$ cat src/rtl/vlf_pkg.sv
package vlf_pkg;
  localparam int unsigned OPW = 4;
  localparam logic [OPW-1:0] OP_HALT = 4'd0;
  localparam logic [OPW-1:0] OP_NOP  = 4'd1;
  localparam logic [OPW-1:0] REG_NONE = 4'hF;
  localparam int unsigned NUM_VALID_OPS = 12;
  // one bit per opcode value
  localparam logic [15:0] NEEDS_REG_MASK   = 16'h0C7C;
  localparam logic [15:0] NEEDS_CONST_MASK = 16'h01B8;

  typedef enum logic [1:0] {
    ST_OK  = 2'd0,
    ST_HLT = 2'd1,
    ST_ADR = 2'd2,
    ST_INS = 2'd3
  } fetch_stat_e;
endpackage

$ cat src/rtl/vlf_opclass.sv
module vlf_opclass
  import vlf_pkg::*;
#(
  parameter int unsigned NUM_VALID = NUM_VALID_OPS
) (
  input  logic [OPW-1:0] op,
  output logic           need_reg,
  output logic           need_const,
  output logic           op_valid
);
  always_comb begin
    need_reg   = NEEDS_REG_MASK[op];
    need_const = NEEDS_CONST_MASK[op];
    op_valid   = (32'(op) < NUM_VALID);
  end
endmodule

$ cat src/rtl/vlf_const_gather.sv
module vlf_const_gather #(
  parameter int unsigned WORD_BYTES = 4,
  localparam int unsigned WIN_BYTES = WORD_BYTES + 2,
  localparam int unsigned WORD_W = 8 * WORD_BYTES
) (
  input  logic [8*WIN_BYTES-1:0] win_data,
  input  logic [WIN_BYTES-1:0]   win_ok,
  input  logic                   after_reg,
  output logic [WORD_W-1:0]      word,
  output logic                   word_ok
);
  logic [WORD_BYTES-1:0] byte_ok;

  // byte 0 of the window is the opcode; it is not part of the constant
  logic unused_op_bits;
  assign unused_op_bits = ^{win_data[7:0], win_ok[0]};

  for (genvar k = 0; k < WORD_BYTES; k++) begin : g_byte
    localparam int unsigned LO = 1 + k;
    localparam int unsigned HI = 2 + k;
    assign word[8*k +: 8] = after_reg ? win_data[8*HI +: 8] : win_data[8*LO +: 8];
    assign byte_ok[k]     = after_reg ? win_ok[HI] : win_ok[LO];
  end

  assign word_ok = &byte_ok;
endmodule

$ cat src/rtl/vlf_fetch.sv
module vlf_fetch
  import vlf_pkg::*;
#(
  parameter int unsigned ADDR_W = 32,
  parameter int unsigned WORD_BYTES = 4,
  localparam int unsigned WIN_BYTES = WORD_BYTES + 2,
  localparam int unsigned WORD_W = 8 * WORD_BYTES
) (
  input  logic                   clk,
  input  logic                   rst_n,
  input  logic                   fetch_req,
  input  logic [ADDR_W-1:0]      fetch_pc,
  output logic [ADDR_W-1:0]      mem_addr,
  input  logic [8*WIN_BYTES-1:0] mem_rdata,
  input  logic [WIN_BYTES-1:0]   mem_ok,
  output logic                   out_valid,
  output logic [OPW-1:0]         icode,
  output logic [OPW-1:0]         ifun,
  output logic [OPW-1:0]         ra,
  output logic [OPW-1:0]         rb,
  output logic [WORD_W-1:0]      valc,
  output logic [ADDR_W-1:0]      valp,
  output logic [1:0]             stat
);
  logic [OPW-1:0]    n_icode, n_ifun, n_ra, n_rb;
  logic [WORD_W-1:0] n_valc;
  logic [ADDR_W-1:0] n_valp;
  fetch_stat_e       n_stat;

  logic need_reg, need_const, op_valid;
  logic [WORD_W-1:0] c_word;
  logic c_ok;
  logic head_ok, reg_fault, const_fault;

  assign mem_addr = fetch_pc;
  assign head_ok  = mem_ok[0];

  always_comb begin
    n_icode = head_ok ? mem_rdata[7:4] : OP_NOP;
    n_ifun  = head_ok ? mem_rdata[3:0] : '0;
  end

  vlf_opclass #(.NUM_VALID(NUM_VALID_OPS)) u_opclass (
    .op         (n_icode),
    .need_reg   (need_reg),
    .need_const (need_const),
    .op_valid   (op_valid)
  );

  vlf_const_gather #(.WORD_BYTES(WORD_BYTES)) u_const (
    .win_data  (mem_rdata),
    .win_ok    (mem_ok),
    .after_reg (need_reg),
    .word      (c_word),
    .word_ok   (c_ok)
  );

  always_comb begin
    reg_fault   = need_reg & ~mem_ok[1];
    const_fault = need_const & ~c_ok;
    if (need_reg && mem_ok[1]) begin
      n_ra = mem_rdata[15:12];
      n_rb = mem_rdata[11:8];
    end else begin
      n_ra = REG_NONE;
      n_rb = REG_NONE;
    end
    n_valc = (need_const && c_ok) ? c_word : '0;
    n_valp = fetch_pc + ADDR_W'(1) + ADDR_W'(need_reg)
           + (need_const ? ADDR_W'(WORD_BYTES) : '0);
    if (!head_ok || reg_fault || const_fault) n_stat = ST_ADR;
    else if (!op_valid)                       n_stat = ST_INS;
    else if (n_icode == OP_HALT)              n_stat = ST_HLT;
    else                                      n_stat = ST_OK;
  end

  always_ff @(posedge clk or negedge rst_n) begin
    if (!rst_n) begin
      out_valid <= 1'b0;
      icode     <= OP_NOP;
      ifun      <= '0;
      ra        <= REG_NONE;
      rb        <= REG_NONE;
      valc      <= '0;
      valp      <= '0;
      stat      <= ST_OK;
    end else begin
      out_valid <= fetch_req;
      if (fetch_req) begin
        icode <= n_icode;
        ifun  <= n_ifun;
        ra    <= n_ra;
        rb    <= n_rb;
        valc  <= n_valc;
        valp  <= n_valp;
        stat  <= n_stat;
      end
    end
  end
endmodule

$ cat config.mk
export PLATFORM = sky130hd
export DESIGN_NAME = vlf_fetch
export DESIGN_NICKNAME = d
export VERILOG_FILES = /design/src/rtl/vlf_pkg.sv /design/src/rtl/vlf_opclass.sv /design/src/rtl/vlf_const_gather.sv /design/src/rtl/vlf_fetch.sv
export SDC_FILE = /design/constraint.sdc
export NUM_CORES = 1
export LEC_CHECK = 0
export BUFFER_PORTS_ARGS = -buffer_cell sky130_fd_sc_hd__buf_2
export CORE_ASPECT_RATIO = 0.8
export CORE_MARGIN = 1.5
export CORE_UTILIZATION = 51
export DETAILED_ROUTE_END_ITERATION = 16
export HOLD_SLACK_MARGIN = 0.05
export PLACE_DENSITY = 0.83
export REMOVE_ABC_BUFFERS = 1
export SYNTH_ARGS = -nofsm -noshare
export SYNTH_HDL_FRONTEND = slang
export SYNTH_SLANG_ARGS = --single-unit
$ cat constraint.sdc
create_clock -name clk -period 2.1 [get_ports clk]
set_clock_uncertainty 0.15 [all_clocks]
set_input_delay 0.105 -clock clk [delete_from_list [all_inputs] [get_ports clk]]
set_output_delay 0.105 -clock clk [all_outputs]
set_load 0.02 [all_outputs]
Word-level counts from Yosys, hierarchy flattened

Memories as Yosys holds them, arrays and structs flattened.
Index checks and enable logic that the tools add are counted.

Register bits: 83
Memory bits (read-only): 32
Bits of input ports: 89
Logic and storage cells: 45
Memories: 2

Memory list:

| name             | depth | bits a word | read ports | clocked after memory_dff | wr ports | line              | RTL |
|---|---|---|---|---|---|---|---|
| (name not given) | 16    | 1           | 1          | 0                        | 0        | vlf_opclass.sv:13 | `need_const = NEEDS_CONST_MASK[op];` |
| (name not given) | 16    | 1           | 1          | 0                        | 0        | vlf_opclass.sv:12 | `need_reg = NEEDS_REG_MASK[op];` |

Add/subtract/negate cells: 3
Magnitude comparators: 2
Mux-type cells: 19
Bitwise gates (word level): 4
Reductions and logical operators: 7

Operators by type and width:

| operator                                           | count |
|---|---|
| adder 32 x 1 -> 32 bit                             | 1 |
| adder 32 x 1 -> 32 bit, second input constant      | 1 |
| adder 32 x 3 -> 32 bit                             | 1 |
| two-way mux 32 bit                                 | 1 |
| two-way mux 8 bit                                  | 4 |
| two-way mux 4 bit                                  | 4 |
| two-way mux 1 bit                                  | 7 |
| < comparator 4 x 5 -> 1 bit, second input constant | 1 |
| logical NOT 4 bit                                  | 1 |
| < comparator 4 bit, second input constant          | 1 |
| two-way mux 2 bit                                  | 2 |
| AND reduction 4 bit                                | 1 |
| two-way mux 3 bit                                  | 1 |
| bitwise AND 1 bit                                  | 2 |
| logical AND 1 bit                                  | 2 |
| logical OR 1 bit                                   | 2 |
| NOT 1 bit                                          | 2 |
| logical NOT 1 bit                                  | 1 |

Depth between registers and ports, before layout

Gate-level depths: netlist of the first run.

Depth after elaboration: 9
Depth in mapped cells: 13
Gate-level depth less buffers: 11

Hierarchy

A second synthesis of the first run with hierarchy kept.

Cells, all modules: 503
Area total of the unflattened synthesis: 4737.0 um^2

Modules (own cells, without submodules):

| module           | instances | cells an instance | area each (um^2) |
|---|---|---|---|
| vlf_fetch        | 1         | 457               | 4130.2 |
| vlf_const_gather | 1         | 39                | 559.3 |
| vlf_opclass      | 1         | 7                 | 47.5 |

Worst setup path after synthesis of the first run

OpenSTA, ideal clock, no wires.

Path type: in2reg
From: input mem_rdata[5]
To: register valp[18]
Library setup time: 0.125 ns
Data arrival time: 2.195 ns
Setup slack: -0.369 ns
Stages on the path: 13
Cells stage by stage: buf_2 -> nand2_1 -> a22o_2 -> nand2_2 -> buf_2 -> ha_1 -> inv_1 -> ha_1 -> a21o_1 -> and4_2 -> nand2_1 -> xnor2_1 -> mux2_2

Cells in the longest elaborated chain, start to end: 5
Elaborated cells on any way between the ends: 8
Classes of those cells: add/sub (2); mux (4); memory (2)

Ends and longest elaborated chain:

| item                                                        | line                                 | RTL |
|---|---|---|
| start, declared                                             | vlf_fetch.sv:14                      | `input logic [8*WIN_BYTES-1:0] mem_rdata,` |
| two-way mux 4 bit (*)                                       | vlf_fetch.sv:39                      | `n_icode = head_ok ? mem_rdata[7:4] : OP_NOP;` |
| memory read (16 x 1 bit), on equally long branches          | --                                   |  |
| two-way mux 1 bit, on equally long branches                 | vlf_opclass.sv:12, vlf_opclass.sv:13 |  |
| adder 32 x 1 -> 32 bit or two-way mux 3 bit (tied branches) | vlf_fetch.sv:69, vlf_fetch.sv:70     |  |
| adder 32 x 3 -> 32 bit (*)                                  | vlf_fetch.sv:70                      | `+ (need_const ? ADDR_W'(WORD_BYTES) : '0);` |
| end signal, assigned                                        | vlf_fetch.sv:95                      | `valp <= n_valp;` |
| end, declared                                               | vlf_fetch.sv:22                      | `output logic [ADDR_W-1:0] valp,` |

Every way passes the cells marked *; elsewhere a longest branch is shown, timed or not. The select of a mux whose other input is x is not followed.
A chain may end at the register's enable or synchronous reset.

Worst setup path after layout of the first run

From: input mem_rdata[6]
To: register valp[29]

The elaborated chain is that of the path after synthesis.

==> impl_metrics.csv, run 1 <==
group,metric,value,unit
outcome,outcome,"complete, no violations",
worst_setup_path,crit_required,2170,ps
floorplanning,die_x,109,um
timing,min_period,2070,ps
timing,max_freq,482,MHz
worst_setup_path,worst_setup_path_end_kind,"register",
logic_synthesis,syn_area_per_cell,9.76,um2
cells_and_area,final_util,0.780,
worst_setup_path,criticalPathCategory,"input pin to register",
placed_design,globalplace.congestion,0.837,
worst_setup_path,critPathLaunchType,"input pin",
power,leakage,3.31,nW
placed_design,hpwl,8660,um
timing,slew_viol_final,0,
clock_tree,cts_buffers,9,
floorplanning,rows,30,
floorplanning,die_h,87.7,um
detailed_routing,vias,4639,
worst_setup_path,cp-startpoint,"mem_rdata[6]",
worst_setup_path,r2r-start,"icode[0]$_DFFE_PN1P_",
clock_tree,cts.sinks,83,
cells_and_area,drive_gt1_frac,0.371,
global_routing,grt_overflow,0,
power,seqPwrFrac,0.435,
logic_synthesis,synth_flop_cell,"dfrtp_1",
timing,fin_ws,27.2,ps
clock_tree,htree_levels,3,
logic_synthesis,synth.ff_latch_count,83,
cells_and_area,layout.nets,831,
floorplanning,io_pins,204,
cells_and_area,n_antenna_cell,0,
power,ir_drop,0.000325,V
logic_synthesis,syn_inst,468,
detailed_routing,viasPerCell,5.43,
detailed_routing,wl_per_cell,16.8,um
detailed_routing,ant_nets,0,
floorplanning,die-area,9540,um2
power,power.internal,0.00283,W
timing,tightest_slew,578,ps
clock_tree,cts_root_buffer,"clkbuf_8",
logic_synthesis,synthArstFlopShare,1.00,
hold_path,hp-class,"input pin to register",
global_routing,grt_pass1_wl,21600,um
clock_tree,cts_tree,"built",
global_routing,gr-usage-all-layers,0.293,
detailed_routing,drt_iter0_drc,291,
floorplanning,initial_core_util,0.531,
clock_tree,clkLatencyLatePin,330,ps
placed_design,io_buffer_count,203,
hold_path,min_from,"fetch_pc[2]",
detailed_routing,firstDrtPassIters,6,
power,p_per_area,596,nW/um2
power,swShare,0.293,
timing,hold_violations,0,
logic_synthesis,yosysWarnings,0,
global_routing,grt_pass1_vias,4549,
power,power_frac_comb,0.247,
job,cap_viol_max_count,0,
global_routing,antenna_found_initial,0,
timing,setup_viol,0,
worst_setup_path,crit_fanout,7,
clock_tree,clockBufferDepth,2,
floorplanning,core_area,8600,um2
cells_and_area,area_growth,46.8,%
placed_design,dp_slack,-351,ps
power,switchingPower,0.00117,W
global_routing,grt_max_degree,67,
logic_synthesis,synth_edf_count,0,
worst_setup_path,crit_arrival,2140,ps
timing,timing.final.crit_share,0.987,
logic_synthesis,yosysSeqAreaShare,0.457,
logic_synthesis,synth_area,4570,um2
timing,slew_headroom,0.613,
clock_tree,path_clk_slew,80,ps
logic_synthesis,yosysUniqueCellTypes,47,
detailed_routing,drc,0,
detailed_routing,drt_wl_total,14300,um
power,clock_power_share,0.318,
what timing repair did:
action | CTS | global route
hold buffers | 94 | 0
gates resized for setup | 0 | 9
hold endpoints to repair | 158 | 0
setup endpoints to repair | 0 | 18
setup buffers | 0 | 1
layout make-up:
class                   instances  area (um2)
clock buffers                  12         145
multi-input cells             278        1940
fillers                       526        1890
repair buffers                316        2130
clock inverters                 4        75.1
flip-flops and latches         83        2090
inverters                      50         188
well taps                     112         140
cell usage after synthesis, types with 3 or more instances:
cell type | instances | area share
dfstp_2 | 9 | 0.052
ha_1 | 4 | 0.011
xor2_1 | 13 | 0.025
a21oi_1 | 39 | 0.043
nor2_1 | 53 | 0.044
mux2i_1 | 33 | 0.072
mux2_2 | 3 | 0.0074
nand4_1 | 6 | 0.0082
inv_1 | 49 | 0.040
clkbuf_1 | 12 | 0.0099
nor3_1 | 4 | 0.0044
nor4_2 | 3 | 0.0082
o22ai_1 | 32 | 0.044
o21ai_0 | 9 | 0.0099
nand4_4 | 3 | 0.014
nand2_1 | 14 | 0.012
buf_4 | 32 | 0.053
buf_2 | 4 | 0.0044
nand3_1 | 15 | 0.016
and4_2 | 3 | 0.0066
and3_1 | 4 | 0.0055
buf_6 | 4 | 0.0099
dfrtp_1 | 74 | 0.41
xnor2_1 | 17 | 0.033
metal layers:
| layer | track usage | routed length, um | up-vias |
|---|---|---|---|
| met5 | 0 | 0 | - |
| li1 | - | - | 2107 |
| met1 | 0.349 | 5610 | 2250 |
| met4 | 0.150 | 608 | 0 |
| met3 | 0.0558 | 846 | 55 |
| met2 | 0.508 | 7280 | 227 |
cell families after synthesis:
group                      Yosys count  share of synthesized area
AOI/OAI and AO/OA                   91                      0.122
DFF                                 83                      0.457
xor gates and xnor gates            30                     0.0575
buffers and inverters              107                      0.128
adders and majority gates            4                     0.0110
muxes                               36                     0.0797
and+or+nand+nor                    117                      0.145
worst paths after layout:
check / endpoint / slack (ps) / cells after the start
max reg2reg: icode[0]$_DFFE_PN1P_ / 1150 / 2
min in group asynchronous: icode[0]$_DFFE_PN1P_ / 160 / 2
max: valp[29]$_DFFE_PN0P_ / 30 / 10
min reg2reg: rb[3]$_DFFE_PN1P_ / 350 / 2
min: valp[2]$_DFFE_PN0P_ / 120 / 4
max in group asynchronous: stat[0]$_DFFE_PN0P_ / 640 / 3
state kept, by name, indices dropped and copies added, names as in the netlist:
register / cells
rb: 4
ifun: 4
stat: 2
ra: 4
valc: 32
out_valid: 1
icode: 4
valp: 32
metrics by stage:
stage               cells  instance area, um2  hold slack, ps  power [W]  TNS (ps)
floorplan             411                4170            -341    0.00211    -10820
global placement      744                5490            -174    0.00254     -4270
detailed placement    744                5490            -170    0.00256     -6310
CTS                   854                6650            74.7    0.00399         0
global route          855                6710             109    0.00417     -49.7
finish                855                6710             124    0.00400         0
critical path: stages:
cell       delay, ps
buf_2            130
inv_2             50
and3_1           180
o311a_4          380
ha_4             300
and3b_2          220
o2111ai_4        250
nor4_2           280
xnor2_1          160
a21oi_1           80
power groups by stage:
stage	registers [W]	clock network, W	logic, W
after floorplan	0.00188	0	0.000228
after global placement	0.00177	0	0.000772
after detailed placement	0.00177	0	0.000797
after CTS	0.00174	0.00130	0.000945
after global routing	0.00175	0.00137	0.00105
final	0.00174	0.00127	0.000987
cell usage in the layout (no fill, tap or decap), types with 8 or more instances in the layout:
cell	Yosys	layout
nand2_1	14	14
o21ai_0	9	8
inv_1	49	49
nand3_1	15	15
xor2_1	13	12
dlygate4sd3_1	0	94
buf_4	32	19
clkbuf_8	2	10
buf_2	4	201
dfstp_2	9	9
a21oi_1	39	39
mux2i_1	33	33
xnor2_1	17	17
dfrtp_1	74	74
nor2_1	53	52
o22ai_1	32	32
No activity file was read; power rests on OpenSTA's default activity.
==> run 2: changes to the inputs <==
--- a/config.mk
+++ b/config.mk
@@ -8,10 +8,10 @@
 export BUFFER_PORTS_ARGS = -buffer_cell sky130_fd_sc_hd__buf_2
 export CORE_ASPECT_RATIO = 0.8
 export CORE_MARGIN = 1.5
-export CORE_UTILIZATION = 51
+export CORE_UTILIZATION = 50
 export DETAILED_ROUTE_END_ITERATION = 16
 export HOLD_SLACK_MARGIN = 0.05
-export PLACE_DENSITY = 0.83
+export PLACE_DENSITY = 0.81
 export REMOVE_ABC_BUFFERS = 1
 export SYNTH_ARGS = -nofsm -noshare
 export SYNTH_HDL_FRONTEND = slang
==> run 2 against run 1 <==
Against the previous run:
- worst hold slack worse by 44 ps
- largest power group unchanged
- count of clock-buffer cells in the layout down 1
- flip-flop and latch count unchanged
- clock power up 32%
- design area up 1.2%
- critical path type unchanged
- non-clock buffer count down 4
- sequential share of layout area down 0.37 points
- via count down 3.3%
- combinational power down 2.6%
- register-to-register slack about the same
- sequential power about the same
==> impl_metrics.csv, run 2 (synthesis gave the netlist of run 1 again) <==
group,metric,value,unit
cells_and_area,final_util,0.783,
floorplanning,initial_core_util,0.527,
detailed_routing,firstDrtPassIters,5,
outcome,outcome,"complete, no violations",
worst_setup_path,slowest_stage,"o311a_4",
worst_setup_path,criticalPathCategory,"input pin to register",
global_routing,grt_max_degree,58,
worst_setup_path,cpLargestDelayFamily,"simple AND/OR/NAND/NOR gates",
global_routing,grt_pass1_wl,20700,um
detailed_routing,vias,4488,
timing,min_period,2080,ps
cells_and_area,drive_gt1_frac,0.397,
clock_tree,htree_levels,3,
worst_setup_path,rrSetupSlack,1150,ps
power,p_per_area,646,nW/um2
cells_and_area,area_growth,48.6,%
power,ir_drop,0.000363,V
worst_setup_path,worstPathCellList,"buf_4 > and3_4 > o311a_4 > ha_4 > and3b_2 > o2111ai_4 > buf_6 > nor4_4 > xnor2_1 > a21oi_1",
worst_setup_path,crit_required,2160,ps
detailed_routing,drt_iter0_drc,334,
timing,tightest_slew,555,ps
detailed_routing,wl_per_cell,16.6,um
cells_and_area,final_common_cell,"buf_2",
clock_tree,cts_buffers,9,
detailed_routing,viasPerCell,5.28,
hold_path,hp-class,"input pin to register",
worst_setup_path,crit_arrival,2140,ps
detailed_routing,drc,0,
floorplanning,core_area,8670,um2
global_routing,grt_overflow,0,
placed_design,hpwl,8560,um
clock_tree,cts_tree,"built",
timing,timing.final.crit_share,0.992,
placed_design,io_buffer_count,203,
clock_tree,clockBufferDepth,2,
cells_and_area,final_cell_mix,"buf_2 (199), dlygate4sd3_1 (77), dfrtp_1 (74)",
timing,fin_hold_ws,79.6,ps
global_routing,gr-usage-all-layers,0.277,
floorplanning,rows,30,
detailed_routing,ant_nets,0,
detailed_routing,drt_wl_total,14100,um
timing,slew_headroom,0.630,
worst_setup_path,critPathLaunchType,"input pin",
worst_setup_path,max_stage_delay,330,ps
timing,max_freq,480,MHz
cells_and_area,n_antenna_cell,0,
cells_and_area,layout.nets,827,
worst_setup_path,crit_fanout,7,
clock_tree,cts_root_buffer,"clkbuf_16",
job,cap_viol_max_count,0,
worst_setup_path,cp_num_buf_inv,2,
placed_design,globalplace.congestion,0.848,
power,leakage,3.37,nW
worst_setup_path,worst_setup_path_end_kind,"register",
clock_tree,clkLatencyLatePin,320,ps
timing,hold_violations,0,
floorplanning,die-area,9720,um2
global_routing,antenna_found_initial,0,
floorplanning,die_x,110,um
floorplanning,io_pins,204,
clock_tree,path_clk_slew,60,ps
timing,setup_viol,0,
clock_tree,cts.sinks,83,
cells_and_area,reg_top3,"valc: 32 flops, valp: 32 flops",
timing,slew_viol_final,0,
floorplanning,die_h,88.5,um
global_routing,grt_pass1_vias,4308,
==> run 2: changes by cell type in the layout (fill, tap and decap cells not counted), sizes merged <==
cell	change
dlygate4sd3	-17
buf	+13
clkbuf	-1
==> run 2: layer usage <==
layer  routed length, um  track usage
met5                   0            0
met4                 352        0.106
met3                 948       0.0508
met2                7270        0.491
met1                5510        0.336
==> run 2: path summary, 6_finish.rpt <==
kind,from,endpoint,cells after the start
worst max-delay path,mem_rdata[7],valp[31]$_DFFE_PN0P_,10
min in group asynchronous,rst_n,valp[12]$_DFFE_PN0P_,2
worst max register to register,icode[0]$_DFFE_PN1P_,icode[0]$_DFFE_PN1P_,2
worst min-delay path,fetch_pc[3],valp[4]$_DFFE_PN0P_,4
worst min register to register,rb[2]$_DFFE_PN1P_,rb[2]$_DFFE_PN1P_,2
max in group asynchronous,rst_n,icode[0]$_DFFE_PN1P_,3
==> run 2: power by group <==
| part | switching (W) | total [W] | internal, W |
|---|---|---|---|
| clock | 0.000612 | 0.00168 | 0.00107 |
| sequential | 0.0000504 | 0.00175 | 0.00170 |
| combinational | 0.000545 | 0.000961 | 0.000416 |
==> run 2: worst register-to-register path: stages, from the launching register on <==
cell and delay, ps:
dfstp_2 530, nor2_1 40, a31oi_1 160
==> run 2: layout make-up <==
class	instances	area, um2
well taps	112	140
multi-input cells	278	1960
clock inverters	4	75.1
fillers	567	1880
flip-flops and latches	83	2090
clock buffers	11	243
inverters	50	188
repair buffers	312	2090
==> run 2: metrics by stage <==
stage / setup WS, ps / instances / setup TNS [ps] / cell area, um2 / total power [W]
after floorplan: -649 / 411 / -10820 / 4170 / 0.00211
after global routing: -33.8 / 850 / -33.8 / 6790 / 0.00457
final: 17.5 / 850 / 0 / 6790 / 0.00439
after detailed placement: -437 / 746 / -8610 / 5520 / 0.00257
after global placement: -370 / 746 / -6380 / 5520 / 0.00255
after CTS: 10.4 / 839 / 0 / 6650 / 0.00438
==> run 2: timing repair <==
| action | CTS | global route |
|---|---|---|
| hold buffers | 76 | 1 |
| setup endpoints to repair | 17 | 13 |
| pin swaps | 3 | 12 |
| hold endpoints to repair | 155 | 1 |
| buffers inserted | 2 | 11 |
| resized for setup | 5 | 18 |
==> run 3: changes to the inputs <==
--- a/config.mk
+++ b/config.mk
@@ -8,10 +8,10 @@
 export BUFFER_PORTS_ARGS = -buffer_cell sky130_fd_sc_hd__buf_2
 export CORE_ASPECT_RATIO = 0.8
 export CORE_MARGIN = 1.5
-export CORE_UTILIZATION = 50
+export CORE_UTILIZATION = 45
 export DETAILED_ROUTE_END_ITERATION = 16
 export HOLD_SLACK_MARGIN = 0.05
-export PLACE_DENSITY = 0.81
+export PLACE_DENSITY = 0.74
 export REMOVE_ABC_BUFFERS = 1
 export SYNTH_ARGS = -nofsm -noshare
 export SYNTH_HDL_FRONTEND = slang
==> constraint.sdc (replaced) <==
create_clock -name clk -period 2.3 [get_ports clk]
set_clock_uncertainty 0.15 [all_clocks]
set_input_delay 0.115 -clock clk [delete_from_list [all_inputs] [get_ports clk]]
set_output_delay 0.115 -clock clk [all_outputs]
set_load 0.02 [all_outputs]
==> run 3 against run 2 <==
Against the previous run:
- sequential share of layout area up 0.27 points
- largest power group unchanged
- register-to-register slack worse by 340 ps
- cell count up 2.7%
- flip-flop and latch count unchanged
==> impl_metrics.csv, run 3 (synthesis gave the netlist of run 1 again) <==
group,metric,value,unit
outcome,outcome,"complete, no violations",
clock_tree,cts_resized,0,
cells_and_area,drive_gt1_frac,0.362,
worst_setup_path,reg2reg_depth,3,
timing,timing.final.crit_share,0.936,
cells_and_area,final_cell_mix,"buf_2 (201), dlygate4sd3_1 (91), dfrtp_1 (74)",
worst_setup_path,worst_setup_path_end_kind,"register",
worst_setup_path,rrSetupSlack,810,ps
detailed_routing,ant_nets,0,
power,switchingPower,0.00106,W
timing,fin_ws,147,ps
detailed_routing,wl_per_cell,15.2,um
timing,max_freq,465,MHz
clock_tree,clkLatencyLatePin,320,ps
timing,min_period,2150,ps
power,power,0.00393,W
floorplanning,die_x,116,um
cells_and_area,final_common_cell,"buf_2",
cells_and_area,seqCellArea,2090,um2
global_routing,grt_pass1_wl,21500,um
floorplanning,io_pins,204,
worst_setup_path,criticalPathCategory,"input pin to register",
cells_and_area,stdcell_count,873,
hold_path,min_from,"fetch_pc[22]",
worst_setup_path,crit_required,2320,ps
power,clock_power_share,0.373,
placed_design,io_buffer_count,203,
floorplanning,die_h,93.1,um
detailed_routing,vias,4325,
clock_tree,cts_buffers,9,
power,p_per_area,583,nW/um2
clock_tree,post_cts_buffers,0,
worst_setup_path,critPathLaunchType,"input pin",
timing,tightest_slew,558,ps
timing,setup_viol,0,
worst_setup_path,regToRegEndpoint,"icode[0]$_DFFE_PN1P_",
detailed_routing,drt_wl_total,13300,um
timing,hold_violations,0,
floorplanning,rows,32,
hold_path,worstHoldPathCells,3,
cells_and_area,n_antenna_cell,0,
worst_setup_path,crit_fanout,32,
placed_design,placed_area,5510,um2
detailed_routing,firstDrtPassIters,4,
cells_and_area,nFillCells,746,
placed_design,dp_cells,766,
job,cap_viol_max_count,0,
detailed_routing,drc,0,
placed_design,globalplace.congestion,0.789,
global_routing,grt_overflow,0,
global_routing,gr-usage-all-layers,0.255,
power,power_frac_comb,0.221,
worst_setup_path,r2r-start,"icode[0]$_DFFE_PN1P_",
power,ir_drop,0.000367,V
clock_tree,path_clk_slew,50,ps
timing,rsz0062_at_grt,"no",
timing,fin_hold_ws,54.8,ps
cells_and_area,area_growth,47.3,%
floorplanning,core_area,9770,um2
cells_and_area,layout.nets,825,
power,leakage,3.33,nW
hold_path,holdPathEnd,"valp[22]$_DFFE_PN0P_",
cells_and_area,multiInputGateArea,1900,um2
clock_tree,cts_root_buffer,"clkbuf_16",
global_routing,antenna_found_initial,0,
placed_design,hpwl,8480,um
clock_tree,clockBufferDepth,2,
floorplanning,die-area,10800,um2
clock_tree,cts.sinks,83,
clock_tree,cts_tree,"built",
cells_and_area,reg_top3,"valc: 32 flops, valp: 32 flops",
floorplanning,initial_core_util,0.468,
global_routing,grt_max_degree,61,
global_routing,grt_pass1_vias,4470,
cells_and_area,final_area,6730,um2
hold_path,hp-class,"input pin to register",
power,power.internal,0.00286,W
power,swShare,0.271,
timing,slew_headroom,0.628,
power,seqPwrFrac,0.406,
worst_setup_path,cp-startpoint,"mem_rdata[4]",
placed_design,dp_slack,-164,ps
timing,slew_viol_final,0,
detailed_routing,viasPerCell,4.95,
clock_tree,htree_levels,3,
detailed_routing,drt_iter0_drc,239,
worst_setup_path,crit_arrival,2170,ps
## run 3: cell types whose count changed in the layout (fill, tap and decap cells not counted), sizes merged
cell,previous run,this run
clkinv,0,1
bufinv,2,1
buf,235,219
clkinvlp,2,0
dlygate4sd3,77,91
clkbuf,11,14
## run 3: critical path, cell delays in order
cell           delay [ps]
buf_2                 100
buf_4                 110
nand2_1                60
a22o_2                250
nand2_2                90
buf_4                 470
mux2i_1               270
dlygate4sd3_1         580
o22ai_1               100
## run 3: final cells by class
| cell class | count | share of cell area |
|---|---|---|
| repair buffers | 310 | 0.309 |
| clock buffers | 14 | 0.0407 |
| well taps | 136 | 0.0253 |
| multi-input cells | 278 | 0.282 |
| flip-flops and latches | 83 | 0.310 |
| inverters | 50 | 0.0279 |
| clock inverters | 2 | 0.00521 |
## run 3: per-layer routing
layer / GRT usage / share of wire / vias to the layer above
met1: 0.312 / 0.42 / 2050
met4: 0.0976 / 0.028 / 0
met2: 0.443 / 0.51 / 144
li1: - / - / 2099
met5: 0 / 0 / -
met3: 0.0512 / 0.046 / 32
## run 3: worst max path at each step
stage	endpoint	slack (ps)	cells past startpoint
floorplan	valp[18]$_DFFE_PN0P_	-460	11
global placement	valp[15]$_DFFE_PN0P_	-110	10
detailed placement	valp[15]$_DFFE_PN0P_	-160	10
CTS	valp[15]$_DFFE_PN0P_	190	10
global route	valp[18]$_DFFE_PN0P_	30	12
finish	valc[29]$_DFFE_PN0P_	150	9
## run 3: stage by stage
step                 util  setup TNS [ps]
detailed placement  0.564           -1610
CTS                 0.689               0
global placement    0.564            -605
global route        0.689               0
floorplan               -           -5530
finish              0.689               0
## run 3: what timing repair did
action,CTS,global route
setup endpoints to repair,0,1
hold buffers,91,0
hold endpoints to repair,112,0
## run 3: power by group through the flow
stage / sequential (W) / clock [W] / combinational, W
6_report: 0.00159 / 0.00147 / 0.000866
4_1_cts: 0.00159 / 0.00150 / 0.000855
2_1_floorplan: 0.00172 / 0 / 0.000208
3_5_place_dp: 0.00161 / 0 / 0.000723
3_3_place_gp: 0.00161 / 0 / 0.000709
5_1_grt: 0.00160 / 0.00156 / 0.000937
